$ cat src/rtl/irq_pkg.sv
package irq_pkg;
    typedef enum logic [1:0] {
        ST_RUN     = 2'd0,
        ST_OFFER   = 2'd1,
        ST_HOLDOFF = 2'd2
    } irq_state_e;

    localparam logic [1:0] SEL_FLAG_CLR = 2'd0;
    localparam logic [1:0] SEL_ENABLE   = 2'd1;
    localparam logic [1:0] SEL_RELOC    = 2'd2;
endpackage

$ cat src/rtl/irq_src_bank.sv
module irq_src_bank #(
    parameter int                   NUM_SRC    = 8,
    parameter logic [NUM_SRC-1:0]   LEVEL_MASK = '0
) (
    input  logic               clk,
    input  logic               rst_n,
    input  logic [NUM_SRC-1:0] src_in,
    input  logic [NUM_SRC-1:0] en_mask,
    input  logic [NUM_SRC-1:0] w1c_mask,
    input  logic [NUM_SRC-1:0] ack_mask,
    output logic [NUM_SRC-1:0] flag_q,
    output logic [NUM_SRC-1:0] pend
);
    for (genvar i = 0; i < NUM_SRC; i++) begin : g_src
        if (i == 0) begin : g_rsv
            // reset slot: never a request
            logic unused_rsv;
            assign unused_rsv = ^{src_in[i], en_mask[i], w1c_mask[i], ack_mask[i]};
            assign flag_q[i]  = 1'b0;
            assign pend[i]    = 1'b0;
        end else if (LEVEL_MASK[i]) begin : g_lvl
            logic unused_lvl;
            assign unused_lvl = ^{w1c_mask[i], ack_mask[i]};
            assign flag_q[i]  = 1'b0;
            assign pend[i]    = src_in[i] & en_mask[i];
        end else begin : g_evt
            logic prev_q;
            logic flag_r;
            always_ff @(posedge clk or negedge rst_n) begin
                if (!rst_n) begin
                    prev_q <= 1'b0;
                    flag_r <= 1'b0;
                end else begin
                    prev_q <= src_in[i];
                    // a new edge wins over any clear in the same cycle
                    flag_r <= (flag_r & ~w1c_mask[i] & ~ack_mask[i])
                            | (src_in[i] & ~prev_q);
                end
            end
            assign flag_q[i] = flag_r;
            assign pend[i]   = flag_r & en_mask[i];

            AST_FLAG_STICKY: assert property (@(posedge clk) disable iff (!rst_n)
                flag_r && !w1c_mask[i] && !ack_mask[i] |=> flag_r);
            AST_EVENT_WINS: assert property (@(posedge clk) disable iff (!rst_n)
                src_in[i] && !prev_q |=> flag_r);
        end
    end
endmodule

$ cat src/rtl/irq_prio_enc.sv
module irq_prio_enc #(
    parameter int NUM_SRC = 8,
    parameter int IDX_W   = (NUM_SRC > 1) ? $clog2(NUM_SRC) : 1
) (
    input  logic [NUM_SRC-1:0] req,
    output logic               any_req,
    output logic [IDX_W-1:0]   win_idx,
    output logic [NUM_SRC-1:0] grant
);
    always_comb begin
        win_idx = '0;
        grant   = '0;
        // scan downward so the lowest set index is written last
        for (int i = NUM_SRC - 1; i >= 0; i--) begin
            if (req[i]) begin
                win_idx = IDX_W'(i);
                grant   = NUM_SRC'(1) << i;
            end
        end
        any_req = |req;
    end
endmodule

$ cat src/rtl/irq_vec_fsm.sv
module irq_vec_fsm
    import irq_pkg::*;
#(
    parameter int                NUM_SRC    = 8,
    parameter int                IDX_W      = 3,
    parameter int                ADDR_W     = 16,
    parameter int                VEC_STRIDE = 2,
    parameter logic [ADDR_W-1:0] BOOT_BASE  = '0
) (
    input  logic              clk,
    input  logic              rst_n,
    input  logic              any_req,
    input  logic [IDX_W-1:0]  win_idx,
    input  logic              reloc,
    input  logic              cpu_ack,
    input  logic              cpu_reti,
    input  logic              cpu_retire,
    input  logic              gie_set,
    input  logic              gie_clr,
    output logic              vec_valid,
    output logic [ADDR_W-1:0] vec_addr,
    output logic [IDX_W-1:0]  vec_idx,
    output logic              gie,
    output logic              ack_fire
);
    localparam logic [ADDR_W-1:0] STRIDE_A = ADDR_W'(VEC_STRIDE);

    irq_state_e        st_q, st_d;
    logic              gie_q, gie_d;
    logic [ADDR_W-1:0] addr_q;
    logic [IDX_W-1:0]  idx_q;
    logic              take;
    logic [ADDR_W-1:0] base;

    assign take = gie_q && !gie_clr && !cpu_reti && any_req;
    assign base = reloc ? BOOT_BASE : '0;

    always_comb begin
        st_d = st_q;
        unique case (st_q)
            ST_RUN: begin
                if (cpu_reti)  st_d = ST_HOLDOFF;
                else if (take) st_d = ST_OFFER;
            end
            ST_OFFER: begin
                if (cpu_ack) st_d = ST_RUN;
            end
            ST_HOLDOFF: begin
                if (cpu_retire) st_d = ST_RUN;
            end
            default: st_d = ST_RUN;
        endcase
    end

    always_comb begin
        gie_d = gie_q;
        if (gie_clr)                         gie_d = 1'b0;
        else if (st_q == ST_OFFER && cpu_ack) gie_d = 1'b0;
        else if (cpu_reti || gie_set)        gie_d = 1'b1;
    end

    always_ff @(posedge clk or negedge rst_n) begin
        if (!rst_n) begin
            st_q   <= ST_RUN;
            gie_q  <= 1'b0;
            addr_q <= '0;
            idx_q  <= '0;
        end else begin
            st_q  <= st_d;
            gie_q <= gie_d;
            if (st_q == ST_RUN && st_d == ST_OFFER) begin
                idx_q  <= win_idx;
                addr_q <= base + ADDR_W'(win_idx) * STRIDE_A;
            end
        end
    end

    always_comb begin
        vec_valid = (st_q == ST_OFFER);
        ack_fire  = (st_q == ST_OFFER) && cpu_ack;
        vec_addr  = addr_q;
        vec_idx   = idx_q;
        gie       = gie_q;
    end

    AST_OFFER_HELD: assert property (@(posedge clk) disable iff (!rst_n)
        st_q == ST_OFFER && !cpu_ack |=> st_q == ST_OFFER && $stable(addr_q));
    AST_ACK_DROPS_GIE: assert property (@(posedge clk) disable iff (!rst_n)
        st_q == ST_OFFER && cpu_ack |=> !gie_q);
    AST_CLR_BLOCKS_TAKE: assert property (@(posedge clk) disable iff (!rst_n)
        st_q != ST_OFFER && gie_clr |=> st_q != ST_OFFER);
    AST_HOLDOFF_NO_TAKE: assert property (@(posedge clk) disable iff (!rst_n)
        st_q == ST_HOLDOFF |=> st_q != ST_OFFER);
    AST_TAKE_NEEDS_GIE: assert property (@(posedge clk) disable iff (!rst_n)
        st_q == ST_RUN && !gie_q |=> st_q != ST_OFFER);
endmodule

$ cat src/rtl/irq_vector_ctrl.sv
module irq_vector_ctrl
    import irq_pkg::*;
#(
    parameter int                   NUM_SRC    = 8,
    parameter int                   ADDR_W     = 16,
    parameter int                   VEC_STRIDE = 2,
    parameter logic [ADDR_W-1:0]    BOOT_BASE  = 16'h0C00,
    parameter logic [NUM_SRC-1:0]   LEVEL_MASK = 8'hC0,
    localparam int                  IDX_W      = (NUM_SRC > 1) ? $clog2(NUM_SRC) : 1
) (
    input  logic               clk,
    input  logic               rst_n,
    input  logic [NUM_SRC-1:0] src_in,
    input  logic               reg_wr_en,
    input  logic [1:0]         reg_wr_sel,
    input  logic [NUM_SRC-1:0] reg_wr_data,
    input  logic               cpu_ack,
    input  logic               cpu_reti,
    input  logic               cpu_retire,
    input  logic               gie_set,
    input  logic               gie_clr,
    output logic               vec_valid,
    output logic [ADDR_W-1:0]  vec_addr,
    output logic [IDX_W-1:0]   vec_idx,
    output logic               gie,
    output logic [NUM_SRC-1:0] flag_o
);
    logic [NUM_SRC-1:0] en_q;
    logic               reloc_q;
    logic [NUM_SRC-1:0] w1c_mask;
    logic [NUM_SRC-1:0] ack_mask;
    logic [NUM_SRC-1:0] pend;
    logic [NUM_SRC-1:0] grant;
    logic               any_req;
    logic [IDX_W-1:0]   win_idx;
    logic               ack_fire;

    always_ff @(posedge clk or negedge rst_n) begin
        if (!rst_n) begin
            en_q    <= '0;
            reloc_q <= 1'b0;
        end else if (reg_wr_en) begin
            if (reg_wr_sel == SEL_ENABLE) en_q    <= reg_wr_data;
            if (reg_wr_sel == SEL_RELOC)  reloc_q <= reg_wr_data[0];
        end
    end

    assign w1c_mask = (reg_wr_en && reg_wr_sel == SEL_FLAG_CLR) ? reg_wr_data : '0;
    assign ack_mask = ack_fire ? (NUM_SRC'(1) << vec_idx) : '0;

    irq_src_bank #(
        .NUM_SRC    (NUM_SRC),
        .LEVEL_MASK (LEVEL_MASK)
    ) u_bank (
        .clk      (clk),
        .rst_n    (rst_n),
        .src_in   (src_in),
        .en_mask  (en_q),
        .w1c_mask (w1c_mask),
        .ack_mask (ack_mask),
        .flag_q   (flag_o),
        .pend     (pend)
    );

    irq_prio_enc #(
        .NUM_SRC (NUM_SRC),
        .IDX_W   (IDX_W)
    ) u_prio (
        .req     (pend),
        .any_req (any_req),
        .win_idx (win_idx),
        .grant   (grant)
    );

    irq_vec_fsm #(
        .NUM_SRC    (NUM_SRC),
        .IDX_W      (IDX_W),
        .ADDR_W     (ADDR_W),
        .VEC_STRIDE (VEC_STRIDE),
        .BOOT_BASE  (BOOT_BASE)
    ) u_fsm (
        .clk        (clk),
        .rst_n      (rst_n),
        .any_req    (any_req),
        .win_idx    (win_idx),
        .reloc      (reloc_q),
        .cpu_ack    (cpu_ack),
        .cpu_reti   (cpu_reti),
        .cpu_retire (cpu_retire),
        .gie_set    (gie_set),
        .gie_clr    (gie_clr),
        .vec_valid  (vec_valid),
        .vec_addr   (vec_addr),
        .vec_idx    (vec_idx),
        .gie        (gie),
        .ack_fire   (ack_fire)
    );

    AST_GRANT_ONEHOT: assert property (@(posedge clk) disable iff (!rst_n)
        $onehot0(grant) && (any_req == (grant != '0)));
    AST_IDX0_NEVER: assert property (@(posedge clk) disable iff (!rst_n)
        vec_valid |-> vec_idx != '0);
    AST_GRANT_ENABLED: assert property (@(posedge clk) disable iff (!rst_n)
        (grant & ~en_q) == '0);
endmodule

$ cat config.mk
export PLATFORM = sky130hd
export DESIGN_NAME = irq_vector_ctrl
export DESIGN_NICKNAME = d
export VERILOG_FILES = /design/src/rtl/irq_pkg.sv /design/src/rtl/irq_src_bank.sv /design/src/rtl/irq_prio_enc.sv /design/src/rtl/irq_vec_fsm.sv /design/src/rtl/irq_vector_ctrl.sv
export SDC_FILE = /design/constraint.sdc
export NUM_CORES = 1
export LEC_CHECK = 0
export ABC_CLOCK_PERIOD_IN_PS = 1400
export BUFFER_PORTS_ARGS = -buffer_cell sky130_fd_sc_hd__buf_2
export CORE_ASPECT_RATIO = 1.2
export CORE_MARGIN = 2
export CORE_UTILIZATION = 35
export CTS_CLUSTER_SIZE = 16
export DETAILED_ROUTE_END_ITERATION = 6
export SETUP_SLACK_MARGIN = 0.5
export SLEW_MARGIN = 20
export SYNTH_ARGS = -nofsm -noshare
export SYNTH_HDL_FRONTEND = slang
export SYNTH_SLANG_ARGS = --single-unit
$ cat constraint.sdc
create_clock -name clk -period 1.4 [get_ports clk]
set_input_delay 0.14 -clock clk [delete_from_list [all_inputs] [get_ports clk]]
set_output_delay 0.14 -clock clk [all_outputs]
set_load 0.01 [all_outputs]
==> metrics list <==
* Startpoint class of the critical path: flop
- The number of antenna violations at the first check in global routing is 0.
* Cells taking the most area after synthesis: dfrtp_1 49%, buf_4 14%, mux2_2 7.1%, nand2_1 3.6%, mux2_1 2.7%
* Number of top-level pins: 55
* Leakage: about 1.0 nW
- Vias per std cell: just under 5
- The HPWL after detailed placement is about 2.2 mm.
- Fmax achieved: 679 MHz
- For this block, the routed nets add up to 3.27 mm of wire.
* Fraction of final layout cells sized beyond drive strength 1: a little under three fifths
- By startpoint and endpoint, the worst setup path is classified as reg -> reg.
- In this run, synthesis inferred 0 flip-flops with an integrated enable.
* Area added between synthesis and finish: 59.4%
- Area enclosed by the die boundary: 4110 um^2
- Post-Layout Cell Count: roughly 220
- Detailed-routing iteration count for the pre-antenna-repair pass: 7
- For this run, the number of Yosys warnings is 0.
- Clock tree synthesis found a total of 25 sinks.
- Unrepaired setup endpoints after global routing: true
- For this block, the via count after detailed routing is between 1,000 and 1,500.
- Vias in the first global route: around 1,200
- For this run, the leading register cell type out of synthesis is dfrtp_1.
- Mapped cell area: 1260 um^2
* Hold path cells: 2
- Number of nets in the layout: 214
- Entering global routing, the biggest net connects 26 pins.
* Arrival time of the worst setup path: approximately 1600 ps
- Biggest area consumer among synthesized cells: dfrtp_1
- Worst hold path type: in -> reg
* Number of violations reported at the end of detailed-routing iteration 0: 26
- Port Buffer Count: 39
- Top-area cell type share of the netlist area: 49.5%
- Most frequent cells after synthesis: 25 x dfrtp_1, 23 x buf_4, 12 x nand2_1
- First-pass GRT wire length: 5.39 mm
* Number of setup violations in the final report: 5
- Length in cells of the worst reg-to-reg path: 8
- The run finished, with violations left.
- The die is between 50 and 60 um wide.
- After layout, the worst path uses 105% of the clock period.
* Core area: about 3400 um^2
* Final weighted congestion in routability-driven placement: approximately 0.77
- Starting density of the core: between 30% and 40%
- Dividing the synthesized area by the synthesized cell count gives between 10 and 15 um^2.
- Count leader, synth: dfrtp_1
* Number of hold violations in the final report: 0
- Failing checks: DRC, setup timing
- From bottom edge to top edge, the die measures around 70 um.
- The repair_antennas step left the layout with diodes totalling 0.
- Across the VDD grid, the largest voltage drop is roughly 0.00057 V.
* Worst setup margin: -72.7 ps
- Counting the buffers created by CTS gives 3.
- No sink is reached through more buffers than the 2 on the longest clock path.
* Final critical delay including setup and external delays: between 1000 and 1500 ps
* Share of async-settable or async-resettable flops after synthesis: 100%
* Post-Synthesis Cells: 115
* Clock Root Buffer: clkbuf_8
- For this run, the total global-route usage over all layers was measured as 16.6%.
- Of the synthesized area, sequential elements account for about half.
* Number of pins exceeding their max-slew limit in the final report: 0
- TritonCTS built the clock tree.
- Of all nets on the critical path, the largest fanout is 2.
* Total gr overflow: 0
* H-tree level count: 1
* Worst Clk Skew: ~10 ps
* Unique masters post-synth: 26
- Number of remaining DRC errors: 4
- Final-layout setup total negative slack: -328 ps
- Number of cell rows: 23
* Worst Setup End Kind: flop
- After clock tree synthesis, the clock-pin slew on the worst setup and hold paths is ~90 ps.
* Count of antenna-violating nets left after detailed routing: 0
* Endpoint required time on the critical path: 1560 ps
- After synthesis the netlist holds a flip-flop and latch count of 25.
* Number of max-cap violations: 0
* Count of placed standard cells including taps: 197
- For this design the ratio of total power to cell area is ~1300 nW/um^2.
* Average wire per cell in the routed design: roughly 15 um
* Clock insertion delay at the later pin of the skew report: about 270 ps
## critical path: stages, from the launching register on
cell and delay, ps:
dfrtp_1 360, buf_4 110, buf_6 80, buf_6 80, buf_6 80, nand2_1 90
a32oi_2 200, o21ai_1 100, mux2_4 270
## stage by stage
step | worst slack [ps] | hold WS, ps | total power, mW | area [um^2] | util, %
finish | -72.7 | 32.6 | 2.65 | 2020 | 59.4
global route | -149 | 31.5 | 2.80 | 2020 | 59.4
CTS | -85.5 | 23.3 | 2.56 | 1940 | 57.0
detailed placement | -81.7 | 166 | 1.78 | 1550 | 45.6
global placement | -56.9 | 157 | 1.75 | 1550 | 45.6
floorplan | -9.04 | -156 | 1.51 | 1360 | -
## per-layer routing
| metal | routed length, um | vias up | part of all wire [%] | global-route usage (%) |
|---|---|---|---|---|
| met2 | 1780 | 37 | 55 | 29.0 |
| met5 | 0 | - | 0 | 0 |
| met3 | 151 | 7 | 4.6 | 3.33 |
| li1 | - | 510 | - | - |
| met1 | 1280 | 550 | 39 | 20.2 |
| met4 | 51 | 0 | 1.6 | 4.80 |
## registers in the layout, indices dropped and copies added, names as in the netlist
name                       count
u_fsm.gie                      1
u_bank.g_src.g_evt.prev_q      5
u_bank.g_src.g_evt.flag_r      5
reloc_q                        1
en_q                           7
u_fsm.vec_addr                 2
u_fsm.st_q                     2
u_fsm.vec_idx                  2
## where the power goes
part / internal (mW) / switching [mW]
logic: 0.711 / 0.468
registers: 0.866 / 0.175
clock network: 0.199 / 0.226
total: 1.78 / 0.870
## layout by cell type (no fill, tap or decap), types with 3 or more instances in the layout
cell / instances
mux2_2: 5
nand2_1: 11
buf_6: 32
dlygate4sd3_1: 6
buf_2: 25
clkbuf_8: 3
mux2_4: 6
inv_1: 5
o21ai_1: 5
dfrtp_1: 23
conb_1: 14
buf_4: 14
nand3b_1: 3
## layout make-up
class	count	area, um^2
Timing Repair Buffer	78	658
Fill cell	291	1380
Sequential cell	25	628
Clock inverter	1	5.00
Tap cell	37	46.3
Clock buffer	3	41.3
Multi-Input combinational cell	73	609
Inverter	7	28.8
## cells by family after synthesis
| family | Yosys count | synth area share (%) |
|---|---|---|
| other | 1 | 0.296 |
| buffers and inverters | 30 | 15.7 |
| AOI/OAI and AO/OA | 23 | 13.5 |
| muxes | 11 | 9.79 |
| and+or+nand+nor | 25 | 11.3 |
| DFF | 25 | 49.5 |
## repair_timing
action,in CTS,in global routing
buffers inserted,15,2
resized for setup,34,15
pin swaps,6,7
endpoints found under the setup margin,27,34
hold endpoints to repair,30,0
hold buffers,6,0
## final timing paths
check	from	end	slack, ps
max	u_bank.g_src[2].g_evt.flag_r$_DFF_PN0_	u_fsm.vec_idx[0]$_DFFE_PN0P_	-70
min	gie_clr	u_fsm.gie$_DFFE_PN0P_	30
max reg2reg	u_bank.g_src[2].g_evt.flag_r$_DFF_PN0_	u_fsm.vec_idx[0]$_DFFE_PN0P_	-70
min reg2reg	u_bank.g_src[5].g_evt.prev_q$_DFF_PN0_	u_bank.g_src[5].g_evt.flag_r$_DFF_PN0_	410
max in group asynchronous	rst_n	u_fsm.vec_addr[3]$_DFFE_PN0P_	780
min in group asynchronous	rst_n	en_q[4]$_DFFE_PN0P_	330
(Power assumes the default switching activity.)
